$ cat config.mk
export PLATFORM = sky130hd
export DESIGN_NAME = sram_rd_path
export DESIGN_NICKNAME = d
export VERILOG_FILES = /design/src/rtl/sram_rd_path_pkg.sv /design/src/rtl/rdp_rst_sync.sv /design/src/rtl/rdp_en_pipe.sv /design/src/rtl/rdp_data_stage.sv /design/src/rtl/rdp_out_drive.sv /design/src/rtl/sram_rd_path.sv
export SDC_FILE = /design/constraint.sdc
export NUM_CORES = 1
export LEC_CHECK = 0
export ABC_AREA = 1
export BUFFER_PORTS_ARGS = -buffer_cell sky130_fd_sc_hd__buf_2
export CAP_MARGIN = 40
export CORE_UTILIZATION = 54
export CTS_CLUSTER_DIAMETER = 150
export DETAILED_ROUTE_END_ITERATION = 8
export PLACE_DENSITY = 0.95
export SLEW_MARGIN = 20
export SYNTH_ARGS = -nofsm -noshare
export SYNTH_HDL_FRONTEND = slang
export SYNTH_SLANG_ARGS = --single-unit
$ cat constraint.sdc
create_clock -name clk_i -period 3.5 [get_ports clk_i]
set_clock_uncertainty 0.2 [all_clocks]
set_input_delay 0.175 -clock clk_i [delete_from_list [all_inputs] [get_ports clk_i]]
set_output_delay 0.175 -clock clk_i [all_outputs]
set_load 0.03 [all_outputs]
$ cat src/rtl/sram_rd_path_pkg.sv
package sram_rd_path_pkg;
  typedef enum logic {
    MODE_FLOW = 1'b0,
    MODE_PIPE = 1'b1
  } rd_mode_e;
endpackage

$ cat src/rtl/rdp_rst_sync.sv
module rdp_rst_sync #(
  parameter int STAGES = 2
) (
  input  logic clk_i,
  input  logic rst_ni,
  output logic rst_no
);
  logic [STAGES-1:0] sync_q, sync_d;

  always_comb begin
    sync_d = {sync_q[STAGES-2:0], 1'b1};
  end

  always_ff @(posedge clk_i or negedge rst_ni) begin
    if (!rst_ni) sync_q <= '0;
    else         sync_q <= sync_d;
  end

  assign rst_no = sync_q[STAGES-1];
endmodule

$ cat src/rtl/rdp_en_pipe.sv
module rdp_en_pipe
  import sram_rd_path_pkg::*;
(
  input  logic     clk_i,
  input  logic     rst_ni,
  input  rd_mode_e mode_i,
  input  logic     cmd_rd_i,
  output logic     stage1_o,
  output logic     en_o
);
  logic s1_q, s1_d, s2_q, s2_d;

  always_comb begin
    s1_d = cmd_rd_i;
    s2_d = s1_q;
  end

  always_ff @(posedge clk_i or negedge rst_ni) begin
    if (!rst_ni) begin
      s1_q <= 1'b0;
      s2_q <= 1'b0;
    end else begin
      s1_q <= s1_d;
      s2_q <= s2_d;
    end
  end

  assign stage1_o = s1_q;
  assign en_o     = (mode_i == MODE_PIPE) ? s2_q : s1_q;

  AST_FT_READ: assert property (@(posedge clk_i) disable iff (!rst_ni)
    (mode_i == MODE_FLOW && $past(cmd_rd_i) && $past(rst_ni)) |-> en_o);
  AST_PIPE_READ: assert property (@(posedge clk_i) disable iff (!rst_ni)
    (mode_i == MODE_PIPE && $past(cmd_rd_i, 2) && $past(rst_ni) && $past(rst_ni, 2)) |-> en_o);
  AST_FT_DESEL: assert property (@(posedge clk_i) disable iff (!rst_ni)
    (mode_i == MODE_FLOW && !$past(cmd_rd_i)) |-> !en_o);
  AST_PIPE_DESEL: assert property (@(posedge clk_i) disable iff (!rst_ni)
    (mode_i == MODE_PIPE && !$past(cmd_rd_i, 2)) |-> !en_o);
endmodule

$ cat src/rtl/rdp_data_stage.sv
module rdp_data_stage
  import sram_rd_path_pkg::*;
#(
  parameter int DATA_W = 36
) (
  input  logic              clk_i,
  input  logic              rst_ni,
  input  rd_mode_e          mode_i,
  input  logic              cap_en_i,
  input  logic [DATA_W-1:0] arr_i,
  output logic [DATA_W-1:0] data_o
);
  logic [DATA_W-1:0] word_q, word_d;

  always_comb begin
    word_d = word_q;
    if (cap_en_i) word_d = arr_i;
  end

  always_ff @(posedge clk_i or negedge rst_ni) begin
    if (!rst_ni) word_q <= '0;
    else         word_q <= word_d;
  end

  assign data_o = (mode_i == MODE_PIPE) ? word_q : arr_i;
endmodule

$ cat src/rtl/rdp_out_drive.sv
module rdp_out_drive #(
  parameter int DATA_W = 36
) (
  input  logic              en_i,
  input  logic              oe_i,
  input  logic [DATA_W-1:0] data_i,
  output logic [DATA_W-1:0] dq_o,
  output logic              dq_oe_o
);
  assign dq_oe_o = en_i & oe_i;
  assign dq_o    = dq_oe_o ? data_i : '0;

  always_comb begin
    AST_OE_GATE: assert (oe_i || !dq_oe_o);
    AST_IDLE_ZERO: assert (dq_oe_o || (dq_o == '0));
  end
endmodule

$ cat src/rtl/sram_rd_path.sv
module sram_rd_path
  import sram_rd_path_pkg::*;
#(
  parameter int DATA_W    = 36,
  parameter int RST_STAGE = 2
) (
  input  logic              clk_i,
  input  logic              rst_ni,
  input  logic              pipe_mode_i,
  input  logic              ce_i,
  input  logic              rd_i,
  input  logic              oe_i,
  input  logic [DATA_W-1:0] arr_data_i,
  output logic [DATA_W-1:0] dq_o,
  output logic              dq_oe_o
);
  logic              rst_sync_n;
  logic              stage1;
  logic              drive_en;
  logic [DATA_W-1:0] rd_word;
  rd_mode_e          mode;

  assign mode = rd_mode_e'(pipe_mode_i);

  rdp_rst_sync #(.STAGES(RST_STAGE)) u_rst_sync (
    .clk_i  (clk_i),
    .rst_ni (rst_ni),
    .rst_no (rst_sync_n)
  );

  rdp_en_pipe u_en_pipe (
    .clk_i    (clk_i),
    .rst_ni   (rst_sync_n),
    .mode_i   (mode),
    .cmd_rd_i (ce_i & rd_i),
    .stage1_o (stage1),
    .en_o     (drive_en)
  );

  rdp_data_stage #(.DATA_W(DATA_W)) u_data_stage (
    .clk_i    (clk_i),
    .rst_ni   (rst_sync_n),
    .mode_i   (mode),
    .cap_en_i (stage1),
    .arr_i    (arr_data_i),
    .data_o   (rd_word)
  );

  rdp_out_drive #(.DATA_W(DATA_W)) u_out_drive (
    .en_i    (drive_en),
    .oe_i    (oe_i),
    .data_i  (rd_word),
    .dq_o    (dq_o),
    .dq_oe_o (dq_oe_o)
  );

  AST_RST_QUIET: assert property (@(posedge clk_i) !rst_sync_n |-> !dq_oe_o);
endmodule

==> flow_metrics.env <==
export IMPL_r2r_end="u_data_stage.word_q[34]"
export IMPL_cp_endpoint="dq_o[35]"
export IMPL_grt_pass1_wl_mm=8.64
export IMPL_cts_htree_levels=2
export IMPL_ys_warn_count=0
export IMPL_tns_ns=0
export IMPL_hold_path_class="reg -> async"
export IMPL_dp_slack_ns=1.55
export IMPL_reg2reg_from="u_en_pipe.stage1_o"
export IMPL_ys_top_cells_by_area="dfrtp_1 (42%), nor2_1 (12%), inv_1 (12%), nand2_1 (12%), nor2_2 (7.6%)"
export IMPL_via_per_inst=4.56
export IMPL_die_width_um=68.3
export IMPL_dieHeight_um=68.3
export IMPL_powerDensity_nw_per_um2=349
export IMPL_worstPathArrival_ns=1.77
export IMPL_start_util_pct=57.7
export IMPL_finalCritPeriodShare_pct=61.3
export IMPL_nFillCells=310
export IMPL_max_freq_mhz=466
export IMPL_finalNonFillerCells=517
export IMPL_maxCapViolCount=0
export IMPL_cts_buffer_depth=2
export IMPL_crit_start="u_en_pipe.stage1_o"
export IMPL_postCtsSetupBuffers=0
export IMPL_remaining_drc_errors=0
export IMPL_synth_seq_area_share_pct=42.2
export IMPL_synth_seq_cells=40
export IMPL_crit_path_max_fanout=37
export IMPL_busiest_layer="met2"
export IMPL_grtUsageMet1_pct=26.4
export IMPL_dpl_hpwl_mm=2.91
export IMPL_synth_area_leader_cell="dfrtp_1"
export IMPL_dp_cells=468
export IMPL_io_buffers=78
export IMPL_antenna_found_initial=0
export IMPL_totalPowerFinal_uw=1130
export IMPL_die_area_sq_um=4660
export IMPL_maxSlewViolCount=0
export IMPL_wl_per_cell_um=10.6
export IMPL_core_region_area_sq_um=4120
export IMPL_cts_sinks=40
export IMPL_r2r_cells=3
export IMPL_worst_pin_slew_ns=0.609
export IMPL_io_pins=79
export IMPL_hold_viol=0
export IMPL_synth_area_sq_um=2370
export IMPL_drt_pass1_iterations=4
export IMPL_synthCells=356
export IMPL_synth_top_area_share_pct=42.2
export IMPL_grt_max_degree=73
export IMPL_cp_required_ns=3.12
export IMPL_rsz0062_at_grt="false"
export IMPL_critPathCaptureType="output port"
export IMPL_grt_pass1_vias=2166
export IMPL_wl_mm=5.46
export IMPL_numCtsBuffers=5
export IMPL_area_delta_synth_final_pct=36.1
export IMPL_cts_root_buf="clkbuf_8"
export IMPL_syn_area_per_cell_sq_um=6.67
export IMPL_clkTransAtPathRegs_ns=0.07
export IMPL_syn_num_nets=398
export IMPL_grt_use_met3_pct=5.33
export IMPL_n_antenna_cell=0
export IMPL_hold_buffers=40
export IMPL_grtUsageTotal_pct=25.3
export IMPL_slew_headroom_pct=59.4
export IMPL_grt_ovfl_total=0
export IMPL_cts_tree="yes"
export IMPL_met2_usage_pct=48.2
export IMPL_fin_nets=509
export IMPL_ant_nets=0
export IMPL_rows=23
export IMPL_gp_congestion=0.754
export IMPL_peakVddDrop_v=0.000278
export IMPL_dr_first_iter_drc_count=106
export IMPL_worst_setup_path_type="reg -> out"
export IMPL_setup_viol=0
export IMPL_vias=2358
export IMPL_drive_gt1_share_pct=25.7
export IMPL_r2r_slack_ns=2.04
export IMPL_status="finished clean"
export IMPL_ctsResizeCount=0
export IMPL_min_period_ns=2.15
export IMPL_critPathLaunchType="register"
export IMPL_synthDistinctLibCells=14
export IMPL_fin_ws_ns=1.35
export IMPL_clock_latency_ns=0.28
export IMPL_leakage_uw=0.00200
[stage by stage]
step / hold WS, ns / cell area, sq um / utilization, %
finish: 0.0402 / 3230 / 78.5
global route: 0.0529 / 3230 / 78.5
CTS: 0.160 / 3200 / 77.8
detailed placement: -0.237 / 2720 / 66.2
global placement: -0.238 / 2720 / 66.2
floorplan: -0.321 / 2370 / -
[power by group]
part | switching [uW] | internal [uW]
Combinational | 179 | 121
Clock | 144 | 135
Sequential | 29.0 | 518
[routing by layer]
metal	part of all wire, %	wire (um)
met5	0	0
met1	41	2250
met3	4.6	252
met4	2.5	138
met2	52	2830
[worst max-delay path, cell delays in order, from the launching register on]
cell and delay [ns]:
dfrtp_1 0.36, inv_2 0.04, nand2_1 0.09, nand3_4 0.45, nor2_1 0.29, buf_2 0.25
[cells in the mapped netlist]
cell      count
inv_1        76
o21ai_0      36
conb_1        1
buf_6         4
nor2_2       29
clkbuf_1      4
inv_2         1
nand2_1      74
nand3_4       1
buf_2         6
nand2_2       1
buf_4         4
dfrtp_1      40
nor2_1       79
[cell type report]
cell class / count / area [sq um] / area share [%]
Timing Repair Buffer: 122 / 836 / 25.9
Multi-Input combinational cell: 221 / 963 / 29.8
Tap cell: 50 / 62.6 / 1.94
Sequential cell: 40 / 1000 / 31.0
Clock buffer: 6 / 72.6 / 2.25
Clock inverter: 1 / 5.00 / 0.155
Inverter: 77 / 289 / 8.95
[placed cells by master (no fill, tap or decap), drive strengths merged]
| cell type | count |
|---|---|
| inv | 77 |
| dfrtp | 40 |
| nand2 | 75 |
| clkbuf | 6 |
| nand3 | 1 |
| conb | 1 |
| dlygate4sd3 | 41 |
| buf | 81 |
| clkinv | 1 |
| o21ai | 36 |
| nor2 | 108 |
[worst min-delay path by stage]
stage | slack (ns) | from | to
after CTS | 0.16 | u_rst_sync.sync_q[0] | u_rst_sync.sync_q[1]
after floorplan | -0.32 | rst_ni | u_rst_sync.sync_q[0]
final | 0.04 | u_rst_sync.sync_q[1] | u_data_stage.word_q[33]
after global placement | -0.24 | rst_ni | u_rst_sync.sync_q[0]
after global routing | 0.05 | u_rst_sync.sync_q[1] | u_data_stage.word_q[18]
after detailed placement | -0.24 | rst_ni | u_rst_sync.sync_q[0]
[sequential cells by signal, summed over array words and instances, names as in the netlist]
register,cells
u_en_pipe.s2_q,1
u_en_pipe.stage1_o,1
u_data_stage.word_q,36
u_rst_sync.sync_q,2
[logic make-up (layout without fill, tap and decap cells)]
| kind of cell | after synthesis | count (layout) | synth area share [%] |
|---|---|---|---|
| AOI/OAI and AO/OA | 36 | 36 | 7.59 |
| buffers and inverters | 95 | 206 | 17.2 |
| and+or+nand+nor | 184 | 184 | 32.8 |
| other | 1 | 1 | 0.158 |
| DFF | 40 | 40 | 42.2 |
No activity file was read; power rests on OpenSTA's default activity.
